**config.mk**
```make
export PLATFORM = sky130hd
export DESIGN_NAME = sram_strobe_ctrl
export DESIGN_NICKNAME = d
export VERILOG_FILES = /design/src/rtl/sram_ctrl_pkg.sv /design/src/rtl/sram_phase_timer.sv /design/src/rtl/sram_strobe_fsm.sv /design/src/rtl/sram_req_path.sv /design/src/rtl/sram_strobe_ctrl.sv
export SDC_FILE = /design/constraint.sdc
export NUM_CORES = 1
export LEC_CHECK = 0
export BUFFER_PORTS_ARGS = -buffer_cell sky130_fd_sc_hd__buf_2
export CAP_MARGIN = 0
export CORE_MARGIN = 1.5
export CORE_UTILIZATION = 45
export DETAILED_ROUTE_END_ITERATION = 6
export GPL_TIMING_DRIVEN = 0
export MAX_ROUTING_LAYER = met4
export PLACE_DENSITY_LB_ADDON = 0.05
export SYNTH_ARGS = -nofsm -noshare
export SYNTH_HDL_FRONTEND = slang
export SYNTH_SLANG_ARGS = --single-unit
```
**constraint.sdc**
```tcl
create_clock -name clk -period 3.5 [get_ports clk]
set_clock_uncertainty 0.15 [all_clocks]
set_input_delay 0.175 -clock clk [delete_from_list [all_inputs] [get_ports clk]]
set_output_delay 0.175 -clock clk [all_outputs]
set_load 0.01 [all_outputs]
```
**src/rtl/sram_ctrl_pkg.sv**
```systemverilog
`timescale 1ns/1ps
package sram_ctrl_pkg;

  typedef enum logic [2:0] {
    ST_IDLE     = 3'd0,
    ST_RD       = 3'd1,
    ST_WR_WAIT  = 3'd2,
    ST_WR_PULSE = 3'd3,
    ST_WR_HOLD  = 3'd4
  } ctrl_state_e;

  // nanoseconds to whole clock cycles, rounded up
  function automatic int unsigned ns_to_cyc(input int unsigned ns, input int unsigned period);
    return (ns + period - 1) / period;
  endfunction

  function automatic int unsigned max2(input int unsigned a, input int unsigned b);
    return (a > b) ? a : b;
  endfunction

endpackage

```
**src/rtl/sram_phase_timer.sv**
```systemverilog
`timescale 1ns/1ps
// Loadable down counter that stops at zero.
module sram_phase_timer #(
  parameter int CNT_W = 4
) (
  input  logic             clk,
  input  logic             rst_n,
  input  logic             load,
  input  logic [CNT_W-1:0] load_val,
  output logic [CNT_W-1:0] cnt
);

  always_ff @(posedge clk or negedge rst_n) begin
    if (!rst_n) begin
      cnt <= '0;
    end else if (load) begin
      cnt <= load_val;
    end else if (cnt != '0) begin
      cnt <= cnt - 1'b1;
    end
  end

endmodule

```
**src/rtl/sram_strobe_fsm.sv**
```systemverilog
`timescale 1ns/1ps
// Sequencer: chooses the phase and decodes the strobe levels from it.
module sram_strobe_fsm
  import sram_ctrl_pkg::*;
#(
  parameter int CNT_W   = 4,
  parameter int RD_LOAD = 6,
  parameter int WR_LOAD = 6
) (
  input  logic             clk,
  input  logic             rst_n,
  input  logic             req_valid,
  input  logic             req_write,
  input  logic             phase_zero,
  input  logic             rel_ok,
  output logic             req_ready,
  output logic             accept,
  output logic             capture,
  output logic             rel_load,
  output logic             phase_load,
  output logic [CNT_W-1:0] phase_val,
  output logic             ce_n,
  output logic             we_n,
  output logic             oe_n,
  output logic             dq_oe
);

  localparam logic [CNT_W-1:0] RD_VAL = CNT_W'(RD_LOAD);
  localparam logic [CNT_W-1:0] WR_VAL = CNT_W'(WR_LOAD);

  ctrl_state_e state_q, state_d;

  always_ff @(posedge clk or negedge rst_n) begin
    if (!rst_n) state_q <= ST_IDLE;
    else        state_q <= state_d;
  end

  always_comb begin
    state_d    = state_q;
    accept     = 1'b0;
    capture    = 1'b0;
    rel_load   = 1'b0;
    phase_load = 1'b0;
    phase_val  = RD_VAL;
    unique case (state_q)
      ST_IDLE: begin
        if (req_valid) begin
          accept = 1'b1;
          if (!req_write) begin
            state_d    = ST_RD;
            phase_load = 1'b1;
            phase_val  = RD_VAL;
          end else if (rel_ok) begin
            state_d    = ST_WR_PULSE;
            phase_load = 1'b1;
            phase_val  = WR_VAL;
          end else begin
            state_d = ST_WR_WAIT;
          end
        end
      end
      ST_RD: begin
        if (phase_zero) begin
          capture  = 1'b1;
          rel_load = 1'b1;
          state_d  = ST_IDLE;
        end
      end
      ST_WR_WAIT: begin
        if (rel_ok) begin
          state_d    = ST_WR_PULSE;
          phase_load = 1'b1;
          phase_val  = WR_VAL;
        end
      end
      ST_WR_PULSE: begin
        if (phase_zero) state_d = ST_WR_HOLD;
      end
      ST_WR_HOLD: state_d = ST_IDLE;
      default:    state_d = ST_IDLE;
    endcase
  end

  always_comb begin
    req_ready = (state_q == ST_IDLE);
    ce_n      = !((state_q == ST_RD) || (state_q == ST_WR_PULSE) || (state_q == ST_WR_HOLD));
    oe_n      = (state_q != ST_RD);
    we_n      = (state_q != ST_WR_PULSE);
    dq_oe     = (state_q == ST_WR_PULSE) || (state_q == ST_WR_HOLD);
  end

endmodule

```
**src/rtl/sram_req_path.sv**
```systemverilog
`timescale 1ns/1ps
// Request holding registers and read capture.
module sram_req_path #(
  parameter int ADDR_W = 15,
  parameter int DATA_W = 8
) (
  input  logic              clk,
  input  logic              rst_n,
  input  logic              accept,
  input  logic [ADDR_W-1:0] req_addr,
  input  logic [DATA_W-1:0] req_wdata,
  input  logic              capture,
  input  logic [DATA_W-1:0] mem_dq_in,
  output logic [ADDR_W-1:0] mem_addr,
  output logic [DATA_W-1:0] mem_dq_out,
  output logic              rsp_valid,
  output logic [DATA_W-1:0] rsp_data
);

  always_ff @(posedge clk or negedge rst_n) begin
    if (!rst_n) begin
      mem_addr   <= '0;
      mem_dq_out <= '0;
    end else if (accept) begin
      mem_addr   <= req_addr;
      mem_dq_out <= req_wdata;
    end
  end

  always_ff @(posedge clk or negedge rst_n) begin
    if (!rst_n) begin
      rsp_valid <= 1'b0;
      rsp_data  <= '0;
    end else begin
      rsp_valid <= capture;
      if (capture) rsp_data <= mem_dq_in;
    end
  end

endmodule

```
**src/rtl/sram_strobe_ctrl.sv**
```systemverilog
`timescale 1ns/1ps
module sram_strobe_ctrl
  import sram_ctrl_pkg::*;
#(
  parameter int ADDR_W        = 15,
  parameter int DATA_W        = 8,
  parameter int CLK_PERIOD_NS = 20,
  parameter int T_CYCLE_NS    = 35,
  parameter int T_WP_NS       = 20,
  parameter int T_DS_NS       = 15,
  parameter int T_AW_NS       = 20,
  parameter int T_CW_NS       = 25,
  parameter int T_AA_NS       = 35,
  parameter int T_OE_NS       = 15,
  parameter int T_REL_NS      = 12
) (
  input  logic              clk,
  input  logic              rst_n,
  input  logic              req_valid,
  output logic              req_ready,
  input  logic              req_write,
  input  logic [ADDR_W-1:0] req_addr,
  input  logic [DATA_W-1:0] req_wdata,
  output logic              rsp_valid,
  output logic [DATA_W-1:0] rsp_data,
  output logic              mem_ce_n,
  output logic              mem_we_n,
  output logic              mem_oe_n,
  output logic [ADDR_W-1:0] mem_addr,
  output logic [DATA_W-1:0] mem_dq_out,
  input  logic [DATA_W-1:0] mem_dq_in,
  output logic              mem_dq_oe
);

  localparam int unsigned P = CLK_PERIOD_NS;
  localparam int unsigned RD_CYC = max2(max2(ns_to_cyc(T_AA_NS, P), ns_to_cyc(T_OE_NS, P)),
                                        max2(ns_to_cyc(T_CYCLE_NS, P), 1));
  localparam int unsigned WR_CYC = max2(max2(max2(ns_to_cyc(T_WP_NS, P), ns_to_cyc(T_DS_NS, P)),
                                             max2(ns_to_cyc(T_AW_NS, P), ns_to_cyc(T_CW_NS, P))),
                                        max2(ns_to_cyc(T_CYCLE_NS, P), 1));
  localparam int unsigned REL_CYC = ns_to_cyc(T_REL_NS, P);
  localparam int CNT_W = $clog2(max2(max2(RD_CYC, WR_CYC), REL_CYC) + 1);

  logic             accept, capture, rel_load, phase_load, rel_ok;
  logic [CNT_W-1:0] phase_val, phase_cnt;

  sram_strobe_fsm #(
    .CNT_W  (CNT_W),
    .RD_LOAD(int'(RD_CYC) - 1),
    .WR_LOAD(int'(WR_CYC) - 1)
  ) i_fsm (
    .clk       (clk),
    .rst_n     (rst_n),
    .req_valid (req_valid),
    .req_write (req_write),
    .phase_zero(phase_cnt == '0),
    .rel_ok    (rel_ok),
    .req_ready (req_ready),
    .accept    (accept),
    .capture   (capture),
    .rel_load  (rel_load),
    .phase_load(phase_load),
    .phase_val (phase_val),
    .ce_n      (mem_ce_n),
    .we_n      (mem_we_n),
    .oe_n      (mem_oe_n),
    .dq_oe     (mem_dq_oe)
  );

  sram_phase_timer #(.CNT_W(CNT_W)) i_phase_timer (
    .clk     (clk),
    .rst_n   (rst_n),
    .load    (phase_load),
    .load_val(phase_val),
    .cnt     (phase_cnt)
  );

  generate
    if (REL_CYC == 0) begin : g_no_release
      assign rel_ok = 1'b1;
      logic unused_rel;
      assign unused_rel = rel_load;
    end else begin : g_release
      logic [CNT_W-1:0] rel_cnt;
      sram_phase_timer #(.CNT_W(CNT_W)) i_release_timer (
        .clk     (clk),
        .rst_n   (rst_n),
        .load    (rel_load),
        .load_val(CNT_W'(REL_CYC)),
        .cnt     (rel_cnt)
      );
      // driving may start on the edge that completes the release count
      assign rel_ok = (rel_cnt <= CNT_W'(1));
    end
  endgenerate

  sram_req_path #(.ADDR_W(ADDR_W), .DATA_W(DATA_W)) i_req_path (
    .clk       (clk),
    .rst_n     (rst_n),
    .accept    (accept),
    .req_addr  (req_addr),
    .req_wdata (req_wdata),
    .capture   (capture),
    .mem_dq_in (mem_dq_in),
    .mem_addr  (mem_addr),
    .mem_dq_out(mem_dq_out),
    .rsp_valid (rsp_valid),
    .rsp_data  (rsp_data)
  );

endmodule

```
; After elaboration in Yosys (flattened, before gate mapping)
; Cells that the tools add are included.
[totals]
ramBits = 0
memories = 0
latch_bits = 0
in_bits = 35
rom_bits = 0
elab_cells = 50
ff_bits = 39
output_inout_bits = 37
[op_classes]
n_lt_le_gt_ge = 1
mul = 0
eq_ne = 10
div_mod_pow = 0
bitwise = 0
n_reduce_logical = 11
muxes = 19
addsub = 2
shift = 0
[op_table]
columns = cell, n
row1 = 3-bit two-way mux, 5
row2 = 3-bit case mux with 4 select lines, 1
row3 = 1-bit two-way mux, 8
row4 = 2-bit two-way mux, 4
row5 = 2-bit nonzero test, 4
row6 = "3-bit by 2-bit equality test with 1-bit output, second input constant", 2
row7 = "2-bit by 1-bit != test with 1-bit output, second input constant", 3
row8 = 4-bit AND reduction, 1
row9 = "2-bit by 1-bit subtractor with 2-bit output, second input constant", 2
row10 = "3-bit by 1-bit equality test with 1-bit output, second input constant", 1
row11 = "3-bit equality test, second input constant", 1
row12 = 3-bit zero test, 1
row13 = 1-bit logical OR, 3
row14 = "3-bit by 1-bit != test with 1-bit output, second input constant", 1
row15 = "3-bit by 2-bit != test with 1-bit output, second input constant", 1
row16 = "2-bit by 1-bit <= comparator with 1-bit output, second input constant", 1
row17 = 2-bit zero test, 1
row18 = "2-bit != test, second input constant", 1
row19 = 1-bit case mux with 2 select lines, 1
row20 = 1-bit zero test, 1

; Logic depth before layout (Yosys ltp)
; Gate-level depths: netlist (run 1).
[logic_depth]
depth_word = 6
mapped_depth = 6
mapped_depth_nobuf = 5

; By module
; A second synthesis (run 1) with hierarchy kept.
[unflattened]
hier_cells = 122
hier_area_um2 = 1666.6
[modules_own_cells]
columns = mod, n_inst, area_each_um2, cells_each
row1 = sram_req_path, 1, 1177.4, 66
row2 = sram_strobe_fsm, 1, 246.5, 28
row3 = sram_phase_timer, 2, 113.9, 12
row4 = sram_strobe_ctrl, 1, 15.0, 4

; Worst setup path after synthesis (run 1)
; No wires, ideal clock.
[synth_timing]
path_kind = register -> register
from = register i_fsm.state_q[1]
to = register i_req_path.mem_addr[0]
required_time_ps = 3225
arrival_ps = 1414
setup_slack_ps = 1811
path_buffers = 3
path_stages_with_launch = 7
setup_time_ps = 125
path_cell_list = dfrtp_1 > buf_6 > nor3_4 > and2_4 > buf_6 > buf_12 > mux2_4
[synth_between]
elab_chain_len = 2
[synth_lines]
columns = item, line
row1 = start: declaration, sram_strobe_fsm.sv:31  ; ctrl_state_e state_q, state_d;
row2 = start signal: assignment, sram_strobe_fsm.sv:35  ; else state_q <= state_d;
row3 = 3-bit zero test, -
row4 = via req_ready, sram_strobe_ctrl.sv:20  ; output logic req_ready,
row5 = 1-bit two-way mux, sram_strobe_fsm.sv:45  ; unique case (state_q)
row6 = end signal: assignment, sram_req_path.sv:25  ; mem_addr <= req_addr;
row7 = end: declaration, sram_req_path.sv:14  ; output logic [ADDR_W-1:0] mem_addr,
; The timed path passes the listed nets, and every way through them passes these cells.
; A chain may end at the register's enable or synchronous reset.

; Worst setup path in the final report (run 1)
[layout_timing]
from = register g_release.i_release_timer.cnt[0]
to = register i_fsm.state_q[0]
[layout_between]
elab_chain_len = 5
elab_cells_between_ends = 7
[layout_lines]
columns = item, line
row1 = start: declaration, sram_phase_timer.sv:10  ; output logic [CNT_W-1:0] cnt
row2 = start signal: assignment, sram_phase_timer.sv:17  ; cnt <= load_val;
row3 = start signal: assignment, sram_phase_timer.sv:19  ; cnt <= cnt - 1'b1;
row4 = 2-bit by 1-bit <= comparator with 1-bit output *, sram_strobe_ctrl.sv:93  ; assign rel_ok = (rel_cnt <= CNT_W'(1));
row5 = 1-bit two-way mux, sram_strobe_fsm.sv:53  ; end else if (rel_ok) begin
row6 = 3-bit two-way mux, sram_strobe_fsm.sv:49  ; if (!req_write) begin
row7 = 3-bit two-way mux, sram_strobe_fsm.sv:47  ; if (req_valid) begin
row8 = 3-bit case mux with 4 select lines, sram_strobe_fsm.sv:45
; Every way passes the cells marked *; elsewhere a longest branch is shown, timed or not. The select of a mux whose other input is x is not followed.

==> impl_metrics.toml, run 1 <==
[pwr]
powerDensity_nw_per_um2 = 843
comb_power_share_pct = 48.7
switching_share_pct = 33.6
p_leak_uw = 0.00127
vdd_drop_max_mv = 0.459
power_uw = 2140
power_frac_clock_pct = 13.6
seqPwrFrac_pct = 37.8
switchingPower_uw = 721
p_int_uw = 1420

[placement]
place.port_buffers = 71
dp_hpwl_um = 2180
post-place-ws_ps = 1790
post_dp_cell_area_um2 = 2130
place_congestion = 0.727

[timing]
finalCriticalPeriod_ps = 1740
max_freq_mhz = 575
setup_ws_ps = 1760
finalCritPeriodShare_pct = 49.7
hold_violations = 0
setup_tns_ps = 0
slew_headroom_pct = 44.4
worst_slew_pin_slew_ps = 835
setup_viol = 0
rsz0062_at_grt = "false"
drv_slew = 0

[setup_path]
r2r-start = "g_release.i_release_timer.cnt[0]"
r2r_cells = 3
startpoint = "g_release.i_release_timer.cnt[0]"
cp_cell_sequence = "ha_1 > o311ai_0 > o21ai_0"
cp.arrival_ps = 1720
required_ps = 3480
rrSetupSlack_ps = 1760
cpPeakStageDelay_ps = 640
critPathCaptureType = "flip-flop"
critPathKind = "reg2reg"
endpoint = "i_fsm.state_q[0]"
critPathMaxFanout = 3
r2r_end = "i_fsm.state_q[0]"
cpMaxStageDelayCell = "o311ai_0"
crit_path_start_kind = "flip-flop"

[global_routing]
grt_pass1_wl_um = 5430
track_usage_pct = 17.6
grt_pass1_vias = 1260
grt_max_degree = 40
antenna_found_initial = 0
grt_overflow = 0

[cells_and_area]
n_antenna_cell = 0
final_nets = 260
fillCellCount = 266
final_layout_size_suffix_gt1_share_pct = 53.8
layout.area.seq_um2 = 976
syn_to_final_growth_pct = 48.0
multi_input_area_um2 = 651
final_cell_area_um2 = 2540
final_core_util_pct = 69.5

[die]
die_x_um = 64.8
core_um2 = 3660
fp-row-count = 22
die_area_um2 = 4200
num_io_pins = 72
die_h_um = 64.8
start_util_pct = 47.0

[drt]
routedWlPerCell_um = 12.7
ant_nets = 0
viasPerCell = 4.52
drc = 0
via_count = 1225
drt_wl_total_um = 3430
drtPass1Iterations = 4
drt_iter0_drc = 37

[synth]
syn_nets = 150
synth.most_common_cell = "dfrtp_1"
synth-seq-cells = 39
yosysTopAreaCell = "dfrtp_1"
yosys-top-cells-count = "dfrtp_1, mux2_4, mux2_2"
yosys_warnings = 0
synth_top_cell_area_share_pct = 56.8
synth_async_sr_flop_share_pct = 100
avgSynthCellArea_um2 = 15.3
ys_top_cells_by_area = "dfrtp_1, mux2_4, mux2_2, buf_12, ha_1"
yosysSeqAreaShare_pct = 56.8
ys.flop_type = "dfrtp_1"
synthCells = 112
synth-edff-count = 0
ys_types = 24
synth_area_um2 = 1720

[clock_network]
clkTransAtPathRegs_ps = 80
cts_max_level = 2
root_buffer = "clkbuf_8"
cts_hold_repair.buffers = 32
clk_latency_ps = 280
cts.sinks = 39
postCtsSetupBuffers = 0
clockBufferDepth = 2
cts-resized-gates = 0
numCtsBuffers = 5
cts_tree = "built"

[job]
drv_cap = 0

[status]
status = "finished, final reports clean"

[min_path]
min_path_type = "in2reg"
layer usage:
metal,track usage (%),part of all wire [%]
met1,20.3,43
met2,29.3,51
met3,5.56,4.9
met4,5.59,1.0
met5,-,0
per-stage QoR:
| stage | cells | hold WS [ps] |
|---|---|---|
| CTS | 271 | 127 |
| global route | 271 | 136 |
| detailed placement | 231 | 176 |
| finish | 271 | 139 |
| global placement | 231 | 167 |
| floorplan | 112 | -271 |
registers in the layout, summed over array words and instances, names as in the netlist:
name	flops
i_fsm.state_q	3
i_req_path.rsp_valid	1
i_req_path.rsp_data	8
i_req_path.mem_dq_out	8
i_req_path.mem_addr	15
g_release.i_release_timer.cnt	2
i_phase_timer.cnt	2
power groups by stage:
stage	clock network, uW	registers, uW	logic, uW
after detailed placement	0	814	1030
final	291	810	1040
after CTS	303	809	1060
after global placement	0	800	1000
after floorplan	0	899	605
after global routing	330	837	1140
worst max-delay path, delay by kind of cell (launching register included):
| kind | cells | cell delay, ps |
|---|---|---|
| AO/OA/AOI/OAI | 2 | 820 |
| flip-flops | 1 | 410 |
| adder cells (fa/ha/maj) | 1 | 200 |
logic make-up after synthesis:
group           Yosys count  synth area share (%)
compound gates            7                  2.62
flops                    39                  56.8
fa+ha+maj                 3                  2.18
mux                      31                  24.7
buf+inv                  10                  5.39
simple gates             20                  7.35
xor+xnor                  2                  1.02
worst min-delay path by stage:
| stage | endpoint | depth (start not counted) | slack (ps) | from |
|---|---|---|---|---|
| 6_report | i_fsm.state_q[1] | 4 | 140 | req_write |
| 5_1_grt | i_fsm.state_q[1] | 4 | 140 | req_write |
| 4_1_cts | i_fsm.state_q[1] | 4 | 130 | req_write |
| 3_5_place_dp | i_req_path.mem_addr[2] | 1 | 180 | rst_n |
| 3_3_place_gp | i_req_path.mem_addr[4] | 1 | 170 | rst_n |
| 2_1_floorplan | g_release.i_release_timer.cnt[0] | 0 | -270 | rst_n |
area by class of cell:
| type | instances | share of cell area, % |
|---|---|---|
| sequential | 39 | 38.4 |
| timing repair buffer | 103 | 26.6 |
| multi-input combinational | 63 | 25.6 |
| buffer | 5 | 2.90 |
| clock buffer | 5 | 2.71 |
| tap | 48 | 2.36 |
| clock inverter | 3 | 0.787 |
| inverter | 5 | 0.738 |
cell usage in the layout, fill, tap and decap left out, types with 2 or more instances in the layout:
cell type and n:
buf_2 71, dfrtp_1 39, dlygate4sd3_1 32, mux2_4 20, mux2_2 11, inv_1 5, nand2_1 5, nor2_1 5
clkbuf_8 5, buf_6 3, o21ai_0 3, ha_1 3, or2b_1 2, buf_12 2, xor2_1 2, clkinvlp_4 2
(Power assumes the default switching activity.)
==> run 2: changes to the inputs <==
Settings changed: ABC_AREA from default to 1.
Clock period 3.5 ns to 1.7 ns, I/O delays scaled along.
==> run 2 against run 1 <==
Utilization up 2.6 points; via count is 26% higher; setup slack lost 1600 ps; combinational power increased by 88%; register-to-register slack lost 1500 ps; worst hold slack lost 130 ps; critical endpoint is now req_ready; largest power group unchanged.
==> impl_metrics.toml, run 2 <==
[die]
die_x_um = 63.9
start_util_pct = 48.4
die_h_um = 63.9
die_area_um2 = 4080
num_io_pins = 72
core_um2 = 3440
fp-row-count = 21

[synth]
synth-seq-cells = 39
synth.most_common_cell = "nand2_1"
synthCells = 194
synth_area_um2 = 1670
yosys_warnings = 0
yosysSeqAreaShare_pct = 58.6
synth_top_cell_area_share_pct = 58.6
yosys-top-cells-count = "nand2_1, dfrtp_1, inv_1"
syn_nets = 232
ys_types = 16
synth-edff-count = 0
synth_async_sr_flop_share_pct = 100
ys_top_cells_by_area = "dfrtp_1, nand2_1, inv_1, ha_1, nor2_1"
ys.flop_type = "dfrtp_1"
avgSynthCellArea_um2 = 8.59
yosysTopAreaCell = "dfrtp_1"

[global_routing]
track_usage_pct = 22.3
grt_overflow = 0
grt.busiest_layer = "met2"
grt_pass1_vias = 1599
grt_use_met1_pct = 26.5
grt_pass1_wl_um = 6800
grt_use_met2_pct = 38.3
grt_max_degree = 40
antenna_found_initial = 0
grt_use_met3_pct = 6.16

[pwr]
p_leak_uw = 0.00143
power_uw = 4190
vdd_drop_max_mv = 0.837
powerDensity_nw_per_um2 = 1690

[cells_and_area]
layout_common_cells = "nand2_1, buf_2, dfrtp_1"
final_layout_size_suffix_gt1_share_pct = 28.9
largest_reg_flops = 15
fin_cells = 351
final_nets = 342
final_core_util_pct = 72.1
top_register = "i_req_path.mem_addr"
syn_to_final_growth_pct = 48.9
reg_top3 = "i_req_path.mem_addr: 15 flops, i_req_path.mem_dq_out: 8 flops, i_req_path.rsp_data: 8 flops"
fillCellCount = 285
layout_commonest_cell = "nand2_1"
n_antenna_cell = 0

[setup_path]
crit_cells = 4
startpoint = "i_fsm.state_q[1]"
r2r_cells = 5
rrSetupSlack_ps = 260
cp_cell_sequence = "nor2_4 > nand2_1 > inv_1 > buf_2"
path_buf_inv = 2
cpMaxStageDelayCell = "dfrtp_1"
cp_top_family = "flip-flops"
critPathCaptureType = "output port"
required_ps = 1460
critPathMaxFanout = 7
r2r-start = "i_fsm.state_q[1]"
cpPeakStageDelay_ps = 480
r2r_end = "i_req_path.mem_addr[2]"
crit_path_start_kind = "flip-flop"
critPathKind = "reg2out"
endpoint = "req_ready"
cp.arrival_ps = 1280

[timing]
drv_slew = 0
finalCritPeriodShare_pct = 89.4
setup_tns_ps = 0
hold_violations = 0
setup_viol = 0
finalCriticalPeriod_ps = 1520
slew_headroom_pct = 45.4
max_freq_mhz = 658
rsz0062_at_grt = "false"
worst_slew_pin_slew_ps = 819
setup_ws_ps = 180

[drt]
drc = 0
drt_wl_total_um = 3920
routedWlPerCell_um = 11.2
drtPass1Iterations = 4
ant_nets = 0
via_count = 1545
viasPerCell = 4.40
drt_iter0_drc = 50

[placement]
place_congestion = 0.756
dp_hpwl_um = 2510
place.port_buffers = 71
dp.cells = 311
post-place-ws_ps = 268

[clock_network]
numCtsBuffers = 5
cts.sinks = 39
clockBufferDepth = 2
clk_latency_ps = 290
root_buffer = "clkbuf_8"
clkTransAtPathRegs_ps = 70
cts_max_level = 2
cts_tree = "built"

[min_path]
hold_start = "req_valid"
min_path_type = "in2reg"

[status]
status = "finished, final reports clean"

[job]
drv_cap = 0
-- run 2: cell count changes after synthesis, moves of 4 or more --
cell,previous run,this run
nand2_1,5,108
mux2_4,20,0
mux2_2,11,0
inv_1,5,12
nor2_1,5,10
nand3_1,0,4
-- run 2: through the flow --
| stage | hold slack [ps] | area [um^2] |
|---|---|---|
| 3_3_place_gp | 96.9 | 2080 |
| 6_report | 10.4 | 2480 |
| 4_1_cts | 7.33 | 2480 |
| 2_1_floorplan | -361 | 1670 |
| 5_1_grt | 37.1 | 2480 |
| 3_5_place_dp | 92.3 | 2080 |
-- run 2: area by class of cell --
type / instances / area (um^2) / area share [%]
well taps: 46 / 57.6 / 2.32
clock buffers: 7 / 76.3 / 3.08
inverters: 15 / 57.6 / 2.32
plain buffers: 4 / 32.5 / 1.31
flip-flops and latches: 39 / 976 / 39.3
clock inverters: 1 / 5.00 / 0.202
multi-input cells: 136 / 601 / 24.2
repair buffers: 103 / 676 / 27.2
-- run 2: report_power, final --
group / leakage (uW) / internal [uW] / switching, uW / total [uW]
Sequential: 0.000484 / 1370 / 267 / 1640
Combinational: 0.000900 / 810 / 1140 / 1950
Clock: 0.0000422 / 288 / 313 / 601
-- run 2: logic make-up (layout without fill, tap and decap cells) --
group / count (synthesis) / in the layout / synth area share, %
AND/OR/NAND/NOR: 126 / 126 / 31.2
flip-flops: 39 / 39 / 58.6
buffers and inverters: 19 / 130 / 5.41
AO/OA/AOI/OAI: 5 / 5 / 1.50
adder cells (fa/ha/maj): 3 / 3 / 2.25
XOR/XNOR: 2 / 2 / 1.05
-- run 2: worst min path at each step --
stage                                                   to  slack [ps]  depth (start not counted)
final                             i_req_path.mem_dq_out[7]          10                          4
after global routing              i_req_path.mem_dq_out[7]          40                          4
after CTS                           i_req_path.mem_addr[6]           7                          4
after detailed placement                  i_fsm.state_q[2]          90                          1
after global placement                    i_fsm.state_q[2]         100                          1
after floorplan           g_release.i_release_timer.cnt[0]        -360                          0
-- run 2: tightest hold or removal path, delay by kind of cell --
family	cells	cell delay (ps)
AND/OR/NAND/NOR	3	210
buffers and inverters	1	120
-- run 2: what timing repair did --
| action | 4_1_cts | 5_1_grt |
|---|---|---|
| endpoints found under the hold margin | 70 | 0 |
| setup buffers | 0 | 0 |
| hold buffers | 32 | 0 |
| gates resized for setup | 0 | 0 |
-- run 2: routing by layer --
layer / part of all wire, % / wire length [um]
met1: 45 / 1770
met2: 49 / 1910
met5: 0 / 0
met3: 5.4 / 210
met4: 0.79 / 31
==> run 3: changes to the inputs <==
Settings changed: ABC_AREA 1 to default.
==> run 3 against run 2 <==
Highest routed layer unchanged; first-iteration DRC count down 10%; critical path type is now reg2reg; total power up 11%; non-clock buffer count up 6; cell count down 21%; flip-flop and latch count unchanged; sequential power about the same; utilization up 0.58 points; clock-buffer cell count down 2; worst hold slack better by 46 ps; sequential share of layout area down 2.6 points; combinational power up 21%.
==> impl_metrics.toml, run 3 (synthesis gave the netlist of run 1 again) <==
[clock_network]
clkTransAtPathRegs_ps = 80
cts.sinks = 39
clk_latency_ps = 280
cts_tree = "built"
numCtsBuffers = 5
clockBufferDepth = 2
root_buffer = "clkbuf_8"
cts_max_level = 2

[setup_path]
required_ps = 1710
cp_top_family = "flip-flops"
cp_cell_sequence = "nor3_4 > and2_4 > buf_12 > clkbuf_16 > mux2_4"
crit_cells = 5
cp.arrival_ps = 1690
crit_path_start_kind = "flip-flop"
critPathMaxFanout = 5
critPathKind = "reg2reg"
path_buf_inv = 2
cpMaxStageDelayCell = "dfrtp_2"
r2r_cells = 5
critPathCaptureType = "flip-flop"
cpPeakStageDelay_ps = 460

[timing]
setup_tns_ps = 0
worst_slew_pin_slew_ps = 861
slew_headroom_pct = 42.6
max_freq_mhz = 599
finalCriticalPeriod_ps = 1670
rsz0062_at_grt = "true"
setup_ws_ps = 29.3
finalCritPeriodShare_pct = 98.3
hold_violations = 0
drv_slew = 0
setup_viol = 0

[drt]
viasPerCell = 4.57
drc = 0
via_count = 1261
drtPass1Iterations = 4
ant_nets = 0
routedWlPerCell_um = 13.1
drt_wl_total_um = 3630
drt_iter0_drc = 45

[die]
die_x_um = 64.8
num_io_pins = 72
die_h_um = 64.8
start_util_pct = 47.0
core_um2 = 3660
die_area_um2 = 4200
fp-row-count = 22

[cells_and_area]
top_register = "i_req_path.mem_addr"
layout_commonest_cell = "buf_2"
largest_reg_flops = 15
layout_common_cells = "buf_2, dfrtp_1, dlygate4sd3_1"
fin_cells = 276
final_nets = 265
reg_top3 = "i_req_path.mem_addr: 15 flops, i_req_path.mem_dq_out: 8 flops, i_req_path.rsp_data: 8 flops"
syn_to_final_growth_pct = 54.7
final_layout_size_suffix_gt1_share_pct = 56.1
n_antenna_cell = 0

[placement]
dp_hpwl_um = 2180
place_congestion = 0.727
place.port_buffers = 71
post-place-ws_ps = -11.3
dp.cells = 231

[global_routing]
grt_pass1_wl_um = 5510
grt_use_met3_pct = 5.56
track_usage_pct = 17.9
grt_use_met1_pct = 20.8
grt.busiest_layer = "met2"
antenna_found_initial = 0
grt_use_met2_pct = 29.8
grt_pass1_vias = 1261
grt_max_degree = 40
grt_overflow = 0

[pwr]
power_frac_clock_pct = 13.1
p_int_uw = 3100
comb_power_share_pct = 51.0
switchingPower_uw = 1540
p_leak_uw = 0.00132
vdd_drop_max_mv = 0.958
switching_share_pct = 33.2
powerDensity_nw_per_um2 = 1740
seqPwrFrac_pct = 36.0

[min_path]
hold_depth = 4
min_path_type = "in2reg"

[job]
drv_cap = 0

[status]
status = "finished, final reports clean"
[run 3: changes by cell type in the layout (fill, tap and decap cells not counted), sizes merged, moves of 4 or more]
cell,previous run,this run
nand2,108,5
mux2,0,31
inv,14,5
nor2,12,5
nand3,6,0
buf,75,79
[run 3: power groups by stage]
| stage | logic (uW) | registers, uW | clock network, uW |
|---|---|---|---|
| global placement | 2060 | 1650 | 0 |
| detailed placement | 2110 | 1680 | 0 |
| CTS | 2320 | 1670 | 623 |
| global route | 2560 | 1720 | 678 |
| finish | 2360 | 1670 | 605 |
| floorplan | 1250 | 1850 | 0 |
[run 3: stage by stage]
stage	hold slack [ps]	total power, uW	area (um^2)	utilization [%]
after floorplan	-361	3100	1720	-
after global placement	76.9	3710	2130	58.3
after detailed placement	85.6	3790	2130	58.3
after CTS	37.1	4610	2620	71.5
after global routing	46.0	4960	2660	72.7
final	56.1	4640	2660	72.7
[run 3: what timing repair did]
item / 4_1_cts / 5_1_grt
gates cloned: 1 / 1
setup endpoints to repair: 26 / 29
endpoints found under the hold margin: 70 / 0
resized for setup: 3 / 2
setup buffers: 3 / 1
hold buffers: 32 / 0
pin swaps: 0 / 2
[run 3: per-layer routing]
layer | share of wire, % | vias up
li1 | - | 610
met1 | 43 | 602
met2 | 51 | 45
met3 | 4.8 | 4
met4 | 0.99 | 0
met5 | 0 | -
[run 3: path summary, 6_finish.rpt]
path                       slack (ps)                endpoint                   start
max in group asynchronous         510        i_fsm.state_q[2]                   rst_n
min in group asynchronous         300  i_req_path.mem_addr[1]                   rst_n
min                                60        i_fsm.state_q[1]               req_write
max                                30  i_req_path.mem_addr[8]        i_fsm.state_q[2]
max reg2reg                        30  i_req_path.mem_addr[8]        i_fsm.state_q[2]
min reg2reg                       360  i_req_path.mem_addr[3]  i_req_path.mem_addr[3]
[run 3: worst min-delay path, delay by kind of cell]
kind            cells  cell delay (ps)
simple gates        2              140
compound gates      1              130
buf+inv             1               90
[run 3: area by class of cell]
| type | count | area [um^2] |
|---|---|---|
| Clock inverter | 3 | 20.0 |
| Clock buffer | 5 | 68.8 |
| Inverter | 5 | 18.8 |
| Timing Repair Buffer | 109 | 788 |
| Buffer | 4 | 62.6 |
| Multi-Input combinational cell | 63 | 663 |
| Tap cell | 48 | 60.1 |
| Sequential cell | 39 | 978 |
| Fill cell | 251 | 1000 |
